===== config.mk =====
export PLATFORM = sky130hd
export DESIGN_NAME = frag_router
export DESIGN_NICKNAME = d
export VERILOG_FILES = /design/src/rtl/frag_router_pkg.sv /design/src/rtl/frag_router_map.sv /design/src/rtl/frag_router_lane_q.sv /design/src/rtl/frag_router_bcast.sv /design/src/rtl/frag_router.sv
export SDC_FILE = /design/constraint.sdc
export NUM_CORES = 1
export LEC_CHECK = 0
export BUFFER_PORTS_ARGS = -buffer_cell sky130_fd_sc_hd__buf_2
export CAP_MARGIN = 40
export CORE_ASPECT_RATIO = 1.2
export CORE_MARGIN = 3
export CORE_UTILIZATION = 31
export DETAILED_ROUTE_END_ITERATION = 10
export GPL_TIMING_DRIVEN = 1
export SLEW_MARGIN = 20
export SYNTH_ARGS = -nofsm -noshare
export SYNTH_HDL_FRONTEND = slang
export SYNTH_HIERARCHICAL = 1
export SYNTH_SLANG_ARGS = --single-unit

===== constraint.sdc =====
create_clock -name clk -period 3.4 [get_ports clk]
set_input_delay 0.68 -clock clk [delete_from_list [all_inputs] [get_ports clk]]
set_output_delay 0.68 -clock clk [all_outputs]
set_load 0.02 [all_outputs]

===== src/rtl/frag_router_pkg.sv =====
package frag_router_pkg;

  // Kind bit stored at the top of every queue entry.
  typedef enum logic {
    ITEM_FRAG   = 1'b0,
    ITEM_SWITCH = 1'b1
  } item_kind_e;

endpackage


===== src/rtl/frag_router_map.sv =====
// Interleaved screen-ownership map: lane = (tile column + tile row) mod lanes.
module frag_router_map #(
  parameter int X_W       = 12,
  parameter int Y_W       = 12,
  parameter int NUM_LANES = 4,
  parameter int TILE_LOG2 = 0
) (
  input  logic [X_W-1:0]                 x,
  input  logic [Y_W-1:0]                 y,
  output logic [$clog2(NUM_LANES)-1:0]   lane_idx,
  output logic [NUM_LANES-1:0]           lane_sel
);
  localparam int LANE_W = $clog2(NUM_LANES);

  // Power-of-two lane count: modulo is a truncation of the tile-index sum.
  assign lane_idx = LANE_W'((x >> TILE_LOG2) + (y >> TILE_LOG2));

  for (genvar i = 0; i < NUM_LANES; i++) begin : g_sel
    assign lane_sel[i] = (lane_idx == LANE_W'(i));
  end
endmodule


===== src/rtl/frag_router_lane_q.sv =====
// One frame-buffer lane queue: registered storage, head presented directly.
module frag_router_lane_q #(
  parameter int W     = 41,
  parameter int DEPTH = 4
) (
  input  logic         clk,
  input  logic         rst_n,
  input  logic         push,
  input  logic [W-1:0] push_data,
  input  logic         pop,
  output logic         full,
  output logic         head_valid,
  output logic [W-1:0] head_data
);
  localparam int PTR_W = (DEPTH > 1) ? $clog2(DEPTH) : 1;
  localparam int CNT_W = $clog2(DEPTH + 1);

  logic [W-1:0]     mem [DEPTH];
  logic [PTR_W-1:0] wr_ptr, rd_ptr;
  logic [CNT_W-1:0] count;

  assign full       = (count == CNT_W'(DEPTH));
  assign head_valid = (count != '0);
  assign head_data  = mem[rd_ptr];

  always_ff @(posedge clk or negedge rst_n) begin
    if (!rst_n) begin
      wr_ptr <= '0;
      rd_ptr <= '0;
      count  <= '0;
    end else begin
      if (push) wr_ptr <= (wr_ptr == PTR_W'(DEPTH - 1)) ? '0 : wr_ptr + 1'b1;
      if (pop)  rd_ptr <= (rd_ptr == PTR_W'(DEPTH - 1)) ? '0 : rd_ptr + 1'b1;
      case ({push, pop})
        2'b10:   count <= count + 1'b1;
        2'b01:   count <= count - 1'b1;
        default: count <= count;
      endcase
    end
  end

  always_ff @(posedge clk) begin
    if (push) mem[wr_ptr] <= push_data;
  end

  // the router never pushes into a queue that reports full.
  assert_no_overflow_R10: assert property (@(posedge clk) disable iff (!rst_n)
    push |-> !full);

  // an untaken head item stays presented and unchanged.
  assert_head_hold_R8: assert property (@(posedge clk) disable iff (!rst_n)
    (head_valid && !pop) |=> (head_valid && $stable(head_data)));
endmodule


===== src/rtl/frag_router_bcast.sv =====
// Tracks which lanes already hold the switch copy of the pending marker.
module frag_router_bcast #(
  parameter int NUM_LANES = 4
) (
  input  logic                 clk,
  input  logic                 rst_n,
  input  logic                 tok_req,
  input  logic [NUM_LANES-1:0] lane_full,
  output logic [NUM_LANES-1:0] tok_push,
  output logic [NUM_LANES-1:0] served,
  output logic                 tok_done
);
  assign tok_push = {NUM_LANES{tok_req}} & ~served & ~lane_full;
  assign tok_done = &(served | ~lane_full);

  always_ff @(posedge clk or negedge rst_n) begin
    if (!rst_n) begin
      served <= '0;
    end else if (tok_req) begin
      if (tok_done) served <= '0;
      else          served <= served | tok_push;
    end
  end

  // once a broadcast completes, the next marker starts with no lane served.
  assert_served_cleared_R6: assert property (@(posedge clk) disable iff (!rst_n)
    (tok_req && tok_done) |=> (served == '0));
endmodule


===== src/rtl/frag_router.sv =====
module frag_router
  import frag_router_pkg::*;
#(
  parameter int NUM_LANES = 4,
  parameter int X_W       = 12,
  parameter int Y_W       = 12,
  parameter int DATA_W    = 16,
  parameter int TILE_LOG2 = 0,
  parameter int Q_DEPTH   = 4
) (
  input  logic                        clk,
  input  logic                        rst_n,
  input  logic                        in_valid,
  output logic                        in_ready,
  input  logic                        in_tok,
  input  logic [X_W-1:0]              in_x,
  input  logic [Y_W-1:0]              in_y,
  input  logic [DATA_W-1:0]           in_data,
  output logic [NUM_LANES-1:0]        out_valid,
  input  logic [NUM_LANES-1:0]        out_ready,
  output logic [NUM_LANES-1:0]        out_tok,
  output logic [NUM_LANES*X_W-1:0]    out_x,
  output logic [NUM_LANES*Y_W-1:0]    out_y,
  output logic [NUM_LANES*DATA_W-1:0] out_data
);
  localparam int LANE_W  = $clog2(NUM_LANES);
  localparam int BODY_W  = X_W + Y_W + DATA_W;
  localparam int ENTRY_W = 1 + BODY_W;

  logic [LANE_W-1:0]    dest_idx;
  logic [NUM_LANES-1:0] dest_sel, lane_full, frag_push, tok_push, lane_push, served;
  logic                 tok_done;
  item_kind_e           kind;
  logic [ENTRY_W-1:0]   push_entry;
  logic [ENTRY_W-1:0]   head [NUM_LANES];

  frag_router_map #(
    .X_W(X_W), .Y_W(Y_W), .NUM_LANES(NUM_LANES), .TILE_LOG2(TILE_LOG2)
  ) u_map (
    .x(in_x), .y(in_y), .lane_idx(dest_idx), .lane_sel(dest_sel)
  );

  frag_router_bcast #(.NUM_LANES(NUM_LANES)) u_bcast (
    .clk(clk), .rst_n(rst_n), .tok_req(in_valid && in_tok),
    .lane_full(lane_full), .tok_push(tok_push), .served(served),
    .tok_done(tok_done)
  );

  assign kind       = in_tok ? ITEM_SWITCH : ITEM_FRAG;
  assign push_entry = in_tok ? {kind, BODY_W'(0)} : {kind, in_x, in_y, in_data};
  assign in_ready   = in_tok ? tok_done : !lane_full[dest_idx];

  for (genvar i = 0; i < NUM_LANES; i++) begin : g_lane
    assign frag_push[i] = in_valid && !in_tok && dest_sel[i] && !lane_full[i];
    assign lane_push[i] = frag_push[i] || tok_push[i];

    frag_router_lane_q #(.W(ENTRY_W), .DEPTH(Q_DEPTH)) u_q (
      .clk(clk), .rst_n(rst_n),
      .push(lane_push[i]), .push_data(push_entry),
      .pop(out_valid[i] && out_ready[i]),
      .full(lane_full[i]), .head_valid(out_valid[i]), .head_data(head[i])
    );

    assign out_tok[i]                     = head[i][ENTRY_W-1];
    assign out_x[i*X_W +: X_W]            = head[i][BODY_W-1 -: X_W];
    assign out_y[i*Y_W +: Y_W]            = head[i][DATA_W+Y_W-1 -: Y_W];
    assign out_data[i*DATA_W +: DATA_W]   = head[i][DATA_W-1:0];
  end

  // an accepted fragment lands in exactly one lane.
  assert_frag_one_lane_R2: assert property (@(posedge clk) disable iff (!rst_n)
    (in_valid && in_ready && !in_tok) |-> ($countones(lane_push) == 1));

  // when a marker is accepted, every lane has its copy or is taking it now.
  assert_token_all_lanes_R5: assert property (@(posedge clk) disable iff (!rst_n)
    (in_valid && in_ready && in_tok) |-> (&(served | tok_push)));
endmodule


# After elaboration in Yosys (flattened, before gate mapping)

Memories as Yosys holds them, arrays and structs flattened.
Cells that the tools add are included.

Add/subtract/negate cells: 17
$mul: 0
Div/mod/pow operators: 0
Magnitude comparators: 1
Equality and inequality tests: 23
Shift-type cells: 0
Muxes and demuxes: 26
Bitwise logic cells: 6
Reduce and logical (&&, ||, !) cells: 34

Operators with widths:

| kind                                                                  | count |
|---|---|
| 40-bit two-way mux                                                    | 1 |
| 2-bit == test (second input constant)                                 | 14 |
| 3-bit one-hot mux with 2 select lines                                 | 4 |
| 2-bit by 1-bit adder with 2-bit output (second input constant)        | 8 |
| 2-bit two-way mux                                                     | 8 |
| 1-bit logical AND                                                     | 14 |
| 3-bit by 1-bit adder with 3-bit output (second input constant)        | 4 |
| 3-bit == test (second input constant)                                 | 4 |
| 3-bit nonzero test                                                    | 4 |
| 3-bit by 1-bit subtractor with 3-bit output (second input constant)   | 4 |
| 1-bit two-way mux                                                     | 11 |
| 2-bit by 1-bit == test with 1-bit output (second input constant)      | 5 |
| 4-bit AND                                                             | 2 |
| 4-bit NOT                                                             | 2 |
| 4-bit bitwise OR                                                      | 2 |
| 2-bit nonzero test                                                    | 4 |
| 1-bit zero test                                                       | 6 |
| 1-bit logical OR                                                      | 4 |
| 4-bit two-way mux                                                     | 1 |
| 4-bit AND reduction                                                   | 1 |
| 2-bit by 3-bit < comparator with 1-bit output (second input constant) | 1 |
| 2-bit adder                                                           | 1 |
| 1-bit binary-select mux with 2-bit select                             | 1 |
| 2-bit zero test                                                       | 1 |

Register bits after elaboration: 32
Latch bits: 0
Bits in writable memories: 656
Bits in read-only memories: 0
Input port bits: 48
Output and inout port bits: 169
Word-level logic and storage cells: 124
Memories kept: 4

Memories:

| name              | depth | bits a word | read ports | clocked after memory_dff | write ports | RTL line                 | text |
|---|---|---|---|---|---|---|---|
| g_lane[0].u_q.mem | 4     | 41          | 1          | 0                        | 1           | frag_router_lane_q.sv:18 | `logic [W-1:0] mem [DEPTH];` |
| g_lane[1].u_q.mem | 4     | 41          | 1          | 0                        | 1           | frag_router_lane_q.sv:18 |  |
| g_lane[2].u_q.mem | 4     | 41          | 1          | 0                        | 1           | frag_router_lane_q.sv:18 |  |
| g_lane[3].u_q.mem | 4     | 41          | 1          | 0                        | 1           | frag_router_lane_q.sv:18 |  |

# Longest topological paths before layout

Gate-level depths: netlist (run 1).

Depth in word-level cells: 7
Mapped depth: 12
Gate-level depth less buffers: 11

# Hierarchy

Netlist (run 1), hierarchy kept.

By module, submodules not included:

| module                                 | instances | cells each | area an instance (um^2) | sequential area each (um^2) |
|---|---|---|---|---|
| frag_router_lane_q (g_lane[1].u_q ...) | 3         | 254        | 6389.9                  | 5099.9 |
| frag_router_lane_q (g_lane[0].u_q)     | 1         | 250        | 6382.4                  | 5099.9 |
| frag_router                            | 1         | 65         | 446.7                   | 0.0 |
| frag_router_bcast                      | 1         | 25         | 239.0                   | 100.1 |
| frag_router_map                        | 1         | 7          | 61.3                    | 0.0 |

# Worst setup path before layout (run 1)

OpenSTA, ideal clock, no wires.

Kind: in2reg
Start point: input port in_y[0]
End point: memory g_lane[0].u_q.mem[1][0], enable pin
Setup time: 402 ps
Data arrival time: 2665 ps
Data required time: 2998 ps
Slack: 332 ps
Stages on the path: 5
Path buffers: 0
Cell sequence: ha_1 -> xnor3_1 -> nor2b_1 -> a31o_1 -> and2_1

Longest elaborated chain between the ends: 7

RTL lines:

| what                                    | RTL line                 | text |
|---|---|---|
| from (decl)                             | frag_router.sv:17        | `input logic [Y_W-1:0] in_y,` |
| 2-bit adder                             | frag_router_map.sv:16    | `assign lane_idx = LANE_W'((x >> TILE_LOG2) + (y >> TILE_LOG2));` |
| 2-bit zero test                         | frag_router_map.sv:19    | `assign lane_sel[i] = (lane_idx == LANE_W'(i));` |
| net dest_sel[0]                         | frag_router.sv:31        | `logic [NUM_LANES-1:0] dest_sel, lane_full, frag_push, tok_push, lane_push, served;` |
| 1-bit logical AND (2 in series)         | frag_router.sv:54        | `assign frag_push[i] = in_valid && !in_tok && dest_sel[i] && !lane_full[i];` |
| 1-bit logical OR                        | frag_router.sv:55        | `assign lane_push[i] = frag_push[i] \|\| tok_push[i];` |
| net lane_push[0]                        | frag_router.sv:31        |  |
| 1-bit two-way mux                       | frag_router_lane_q.sv:43 | `if (push) mem[wr_ptr] <= push_data;` |
| 1-bit two-way mux (not written as such) | frag_router_lane_q.sv:43 |  |
| to (decl)                               | frag_router_lane_q.sv:18 |  |

The timed path passes the listed nets, and every way through them passes these cells.

# Final worst setup path (run 1)

Start point: register g_lane[1].u_q.rd_ptr[0]
End point: output port out_data[17]

Longest elaborated chain between the ends: 1

RTL lines:

| what                   | RTL line                 | text |
|---|---|---|
| from (decl)            | frag_router_lane_q.sv:19 | `logic [PTR_W-1:0] wr_ptr, rd_ptr;` |
| from (signal assigned) | frag_router_lane_q.sv:33 | `if (pop) rd_ptr <= (rd_ptr == PTR_W'(DEPTH - 1)) ? '0 : rd_ptr + 1'b1;` |
| memory read 4 x 41 bit | -                        |  |
| to (decl)              | frag_router.sv:24        | `output logic [NUM_LANES*DATA_W-1:0] out_data` |

Every way passes these cells.

==> results.json, run 1 <==
{
  "final.setup.tns_ns": 0,
  "path_class": "flop to primary output",
  "drc": 0,
  "synth_area_per_cell_um2": 23.7,
  "vdd_ir_drop_max_mv": 0.358,
  "hold_viol": 0,
  "power_mw": 27.0,
  "max_freq_mhz": 318,
  "min_period_over_period_pct": 92.5,
  "cts.sinks": 688,
  "r2r_cells": 7,
  "wl_per_cell_um": 24.6,
  "drt_iter0_drc": 878,
  "crit_path_start": "g_lane[1].u_q/rd_ptr[0]$_DFFE_PN0P_",
  "min_period_ns": 3.15,
  "max_slew_margin_pct": 44.7,
  "critPathCapture": "out_data[17]",
  "synthFlopType": "edfxtp_1",
  "skew_ns": 0.0148,
  "dieArea_um2": 88400,
  "hp-class": "input pin to asynchronous set/reset pin",
  "grt_pass1_wl_um": 91600,
  "worst-slew-pin-transition_ns": 0.829,
  "path_delay_family": "flip-flops",
  "die_h_um": 325,
  "synth_cell_types": 34,
  "r2r_slack_ns": 0.93,
  "ant_nets": 0,
  "io_buffers": 216,
  "reg2reg_from": "g_lane[0].u_q/count[0]$_DFFE_PN0P_",
  "start_kind": "flop",
  "drive_above_1_share_pct": 39.7,
  "gr-total-overflow": 0,
  "cts_root_buf": "clkbuf_16",
  "cpPeakStageDelay_ns": 0.71,
  "globalRouteTotalUtil_pct": 14.3,
  "powerDensity_nw_per_um2": 862,
  "p_leak_nw": 10.6,
  "yosysTopAreaCell": "edfxtp_1",
  "syn-num-nets": 1186,
  "status": "completed",
  "area_growth_pct": 19.2,
  "cp-end-kind": "primary output",
  "syn_inst": 1109,
  "clockBufferDepth": 3,
  "crit_arrival_ns": 2.47,
  "grt_pass1_vias": 13000,
  "synth_most_common_cell": "edfxtp_1",
  "synth_top_area_share_pct": 74.9,
  "rsz0062_at_grt": "false",
  "via_per_inst": 4.70,
  "synth_edf_count": 656,
  "clk_pin_slew_ns": 0.06,
  "crit_required_ns": 2.72,
  "synth_common_cells": "edfxtp_1, mux4_2, dfrtp_1",
  "wirelength_um": 63400,
  "num_io_pins": 217,
  "synth-async-reset-ratio_pct": 4.65,
  "path_buf_inv": 2,
  "die_w_um": 272,
  "ys_ff_latch": 688,
  "fillers": 7603,
  "dr_total_vias": 12100,
  "cap_violations": 0,
  "antenna_found_initial": 1,
  "r2r-end": "g_lane[0].u_q/count[1]$_DFFE_PN0P_",
  "worst-path-stages": 3,
  "tritoncts": "yes",
  "synthesis.area_um2": 26300,
  "insertion_delay_ns": 0.59,
  "ys_seq_area_share_pct": 77.9,
  "path_cells": "buf_4 > mux4_2 > buf_2",
  "gp_congestion": 0.734,
  "grt_max_degree": 44,
  "num_rows": 116,
  "finalMaxSlewViolations": 0,
  "core_um2": 83700,
  "dp_hpwl_um": 38500,
  "slowest_stage": "dfrtp_4",
  "critPathMaxFanout": 15,
  "h-tree-depth": 3,
  "drtPass1Iterations": 5,
  "synthTopCellsByArea": "edfxtp_1, mux4_2, dfrtp_1",
  "yosys_warnings": 6,
  "start_util_pct": 31.4,
  "cts_made_buffers": 68,
  "fin_nets": 1490,
  "setup_viol": 0
}
[what timing repair did]
| action | 4_1_cts | 5_1_grt |
|---|---|---|
| setup endpoints to repair | 10 | 1 |
| hold buffers | 0 | 0 |
| gates resized for setup | 0 | 0 |
| setup buffers | 1 | 1 |
[cell type report]
| cell class | count | area (um2) | share of cell area [%] |
|---|---|---|---|
| Timing Repair Buffer | 279 | 1860 | 5.95 |
| Tap cell | 1121 | 1400 | 4.47 |
| Clock buffer | 86 | 1890 | 6.01 |
| Clock inverter | 31 | 330 | 1.05 |
| Sequential cell | 688 | 20500 | 65.5 |
| Multi-Input combinational cell | 345 | 5220 | 16.7 |
| Inverter | 31 | 116 | 0.371 |
| Antenna cell | 1 | 2.50 | 0.00798 |
[layer usage]
layer  global-route usage, %  routed length (um)  up-vias
li1                        -                   -     5179
met1                    18.6               26800     6580
met2                    24.7               32500      291
met3                    2.45                2640       76
met4                    4.05                1470        0
met5                       0                   0        -
[logic make-up after synthesis]
group | synth area share [%]
fa+ha+maj | 1.49
xor+xnor | 0.485
simple gates | 2.44
compound gates | 0.685
flops | 77.9
buf+inv | 2.35
mux | 14.6
[registers in the layout, indices dropped and copies added (netlist names)]
register	count
g_lane.u_q/count	12
g_lane.u_q/wr_ptr	8
u_bcast/served	4
g_lane.u_q/mem	656
g_lane.u_q/rd_ptr	8
[report_power, final]
group          switching, mW  internal (mW)  total (mW)
Combinational           4.94           3.41        8.35
Clock                   3.05           4.45        7.51
Sequential             0.845           10.3        11.2
[worst min path at each step]
stage,to,depth (start not counted)
floorplan,g_lane[0].u_q/count[0]$_DFFE_PN0P_,0
global placement,g_lane[3].u_q/count[2]$_DFFE_PN0P_,1
detailed placement,g_lane[0].u_q/count[2]$_DFFE_PN0P_,1
CTS,g_lane[1].u_q/count[1]$_DFFE_PN0P_,1
global route,g_lane[1].u_q/count[0]$_DFFE_PN0P_,1
finish,g_lane[1].u_q/count[1]$_DFFE_PN0P_,1
[metrics by stage]
stage	setup slack, ns	util (%)	area (um2)	cells	hold slack [ns]
after CTS	0.0124	37.3	31300	2576	0.184
after floorplan	0.332	-	26300	1109	0.384
final	0.254	37.4	31400	2582	0.0347
after global routing	0.137	37.4	31300	2581	0.0242
after global placement	0.310	34.6	29000	2449	0.467
after detailed placement	0.280	34.7	29000	2458	0.467
[placed cells by master (no fill, tap or decap), types with 2 or more instances in the layout]
| cell type | n |
|---|---|
| a21oi_1 | 5 |
| a21oi_2 | 4 |
| a31o_1 | 4 |
| and2_1 | 6 |
| and2_4 | 16 |
| and2b_2 | 2 |
| and3_1 | 3 |
| buf_12 | 23 |
| buf_2 | 215 |
| buf_4 | 40 |
| bufinv_16 | 7 |
| clkbuf_1 | 12 |
| clkbuf_16 | 73 |
| clkinv_1 | 10 |
| clkinv_2 | 11 |
| dfrtp_1 | 24 |
| dfrtp_2 | 2 |
| dfrtp_4 | 6 |
| edfxtp_1 | 656 |
| fa_1 | 4 |
| ha_1 | 25 |
| inv_1 | 31 |
| mux2_2 | 9 |
| mux4_1 | 12 |
| mux4_2 | 152 |
| nand2_1 | 9 |
| nand2b_1 | 3 |
| nor2_1 | 10 |
| nor2b_1 | 27 |
| nor2b_2 | 14 |
| nor3b_1 | 5 |
| o21ai_0 | 11 |
| or3_1 | 8 |
| xnor2_1 | 5 |
| xor2_1 | 7 |
Power figures use the tool's default switching activity.
==> inputs of run 2 (changes only) <==
ABC_AREA = 1   (was not set)
MAX_ROUTING_LAYER = met4   (was not set)
==> run 2 against run 1 <==
  * Combinational power up 32%
  * Sequential power down 4%
  * First-iteration DRC count up 47%
  * Worst setup slack better by 0.18 ns
  * Sequential cell count unchanged
  * Critical endpoint is now out_y[4]
  * Largest power group is now combinational logic
==> results.json, run 2 <==
{
  "yosys_warnings": 6,
  "synth_top_area_share_pct": 68.3,
  "top_usage_layer": "met2",
  "min_period_over_period_pct": 87.2,
  "fillers": 8783,
  "tritoncts": "yes",
  "dpl-instance-area_um2": 31500,
  "wl_per_cell_um": 18.1,
  "grt_pass1_vias": 16200,
  "path_class": "flop to primary output",
  "crit_arrival_ns": 2.29,
  "crit_path_start": "g_lane[0].u_q/rd_ptr[1]$_DFFE_PN0P_",
  "final_cell_area_um2": 33800,
  "drtPass1Iterations": 5,
  "synth_edf_count": 656,
  "ctsHoldBuffers": 0,
  "synth-simple-area-share_pct": 10.4,
  "gr-usage-met2_pct": 24.0,
  "wirelength_um": 70900,
  "max_slew_margin_pct": 47.3,
  "hold_start": "in_data[11]",
  "gp_congestion": 0.758,
  "reg2reg_from": "g_lane[3].u_q/count[1]$_DFFE_PN0P_",
  "synth_most_common_cell": "edfxtp_1",
  "vdd_ir_drop_max_mv": 0.530,
  "skew_ns": 0.0185,
  "setup_viol": 0,
  "finalMaxSlewViolations": 0,
  "synthTopCellsByArea": "edfxtp_1, nand2_1, o211ai_1",
  "insertion_delay_ns": 0.61,
  "crit_required_ns": 2.72,
  "synth-async-reset-ratio_pct": 4.65,
  "cts_root_buf": "clkbuf_16",
  "start_kind": "flop",
  "postCtsSetupRepairBufs": 0,
  "drive_above_1_share_pct": 16.3,
  "synth_compound_area_share_pct": 8.03,
  "syn-num-nets": 2453,
  "yosys.area_share.adder_pct": 1.36,
  "drc": 0,
  "h-tree-depth": 3,
  "fin_nets": 2707,
  "via_per_inst": 4.43,
  "layout_common_cells": "edfxtp_1, nand2_1, inv_1",
  "min_period_ns": 2.97,
  "dr_total_vias": 17300,
  "final.setup.tns_ns": 0,
  "synth_cell_types": 27,
  "synth_common_cells": "edfxtp_1, nand2_1, inv_1",
  "area_growth_pct": 17.0,
  "use_met1_pct": 18.9,
  "io_buffers": 216,
  "synth-xor-area-share_pct": 0.121,
  "ys_ff_latch": 688,
  "cts_made_buffers": 71,
  "clockBufferDepth": 3,
  "synthFlopType": "edfxtp_1",
  "synthMuxAreaShare_pct": 0,
  "min_path_cells": 3,
  "max_freq_mhz": 337,
  "ant_nets": 0,
  "cts_resized": 0,
  "status": "completed",
  "critPathMaxFanout": 26,
  "synthesis.area_um2": 28900,
  "place_inst": 3785,
  "antenna_found_initial": 3,
  "p_leak_nw": 13.8,
  "hold_viol": 0,
  "grt_max_degree": 101,
  "synth_top_family_by_area": "simple AND/OR/NAND/NOR gates",
  "r2r-end": "g_lane[3].u_q/count[2]$_DFFE_PN0P_",
  "grt_pass1_wl_um": 103000,
  "globalRouteTotalUtil_pct": 14.8,
  "whs_ns": 0.465,
  "drt_iter0_drc": 1293,
  "cap_violations": 0,
  "die_h_um": 340,
  "grt.met3_usage_pct": 2.69,
  "hp-class": "input pin to flop",
  "r2r_slack_ns": 0.87,
  "dp_hpwl_um": 44800,
  "final_common_cell": "edfxtp_1",
  "syn_inst": 2376,
  "holdPathEnd": "g_lane[0].u_q/mem[3][11]$_DFFE_PP_",
  "powerDensity_nw_per_um2": 866,
  "start_util_pct": 31.5,
  "cts.sinks": 688,
  "cp-end-kind": "primary output",
  "num_rows": 121,
  "r2r_cells": 12,
  "yosysTopAreaCell": "edfxtp_1",
  "synth_area_per_cell_um2": 12.1,
  "reg_top3": "g_lane.u_q/mem: 656 flops, g_lane.u_q/count: 12 flops",
  "power_mw": 29.2,
  "ys_seq_area_share_pct": 71.0,
  "clk_pin_slew_ns": 0.06,
  "worst-slew-pin-transition_ns": 0.789,
  "stdcell_count": 3911,
  "rsz0062_at_grt": "false",
  "largest_reg_flops": 656,
  "die_w_um": 285,
  "dieArea_um2": 96800,
  "gr-total-overflow": 0,
  "num_io_pins": 217,
  "core_um2": 91600,
  "regMostFlops": "g_lane.u_q/mem"
}
[run 2: power breakdown]
group | internal [mW] | switching, mW
combinational | 3.13 | 7.87
sequential | 10.4 | 0.399
clock | 4.34 | 3.12
[run 2: cells by family after synthesis]
logic type | Yosys count
compound gates | 315
xor+xnor | 4
fa+ha+maj | 29
buf+inv | 560
flops | 688
simple gates | 780
[run 2: critical path, stage by stage (launching register included)]
cell and delay [ns]:
dfrtp_1 0.36, clkinv_2 0.40, buf_4 0.41, nor2_1 0.13, nand2_1 0.06, nand2_1 0.13, buf_2 0.19
[run 2: per-layer routing]
layer	vias to the layer above	wire, um
li1	8503	-
met1	8287	31100
met2	431	34300
met3	90	3760
met4	0	1720
met5	-	0
[run 2: area by class of cell]
| class | instances | area [um2] | area share [%] |
|---|---|---|---|
| repair buffers | 298 | 2050 | 6.08 |
| diodes | 1 | 2.50 | 0.00741 |
| flip-flops and latches | 688 | 20500 | 60.7 |
| multi-input cells | 1128 | 5770 | 17.1 |
| clock inverters | 25 | 224 | 0.663 |
| clock buffers | 98 | 1990 | 5.91 |
| well taps | 1230 | 1540 | 4.56 |
| inverters | 443 | 1680 | 4.96 |
[run 2: how the worst max path moves through the flow]
stage | end | slack (ns) | depth (start not counted)
after floorplan | g_lane[3].u_q/mem[1][0]$_DFFE_PP_ | 0.49 | 8
after global placement | g_lane[0].u_q/count[2]$_DFFE_PN0P_ | 0.62 | 15
after detailed placement | g_lane[0].u_q/count[2]$_DFFE_PN0P_ | 0.55 | 15
after CTS | out_data[3] | 0.36 | 6
after global routing | out_x[8] | 0.23 | 6
final | out_y[4] | 0.43 | 6
[run 2: through the flow]
step                setup slack, ns  util [%]
detailed placement            0.550      34.4
CTS                           0.364      36.8
finish                        0.434      36.9
global placement              0.620      34.3
global route                  0.234      36.9
floorplan                     0.494         -
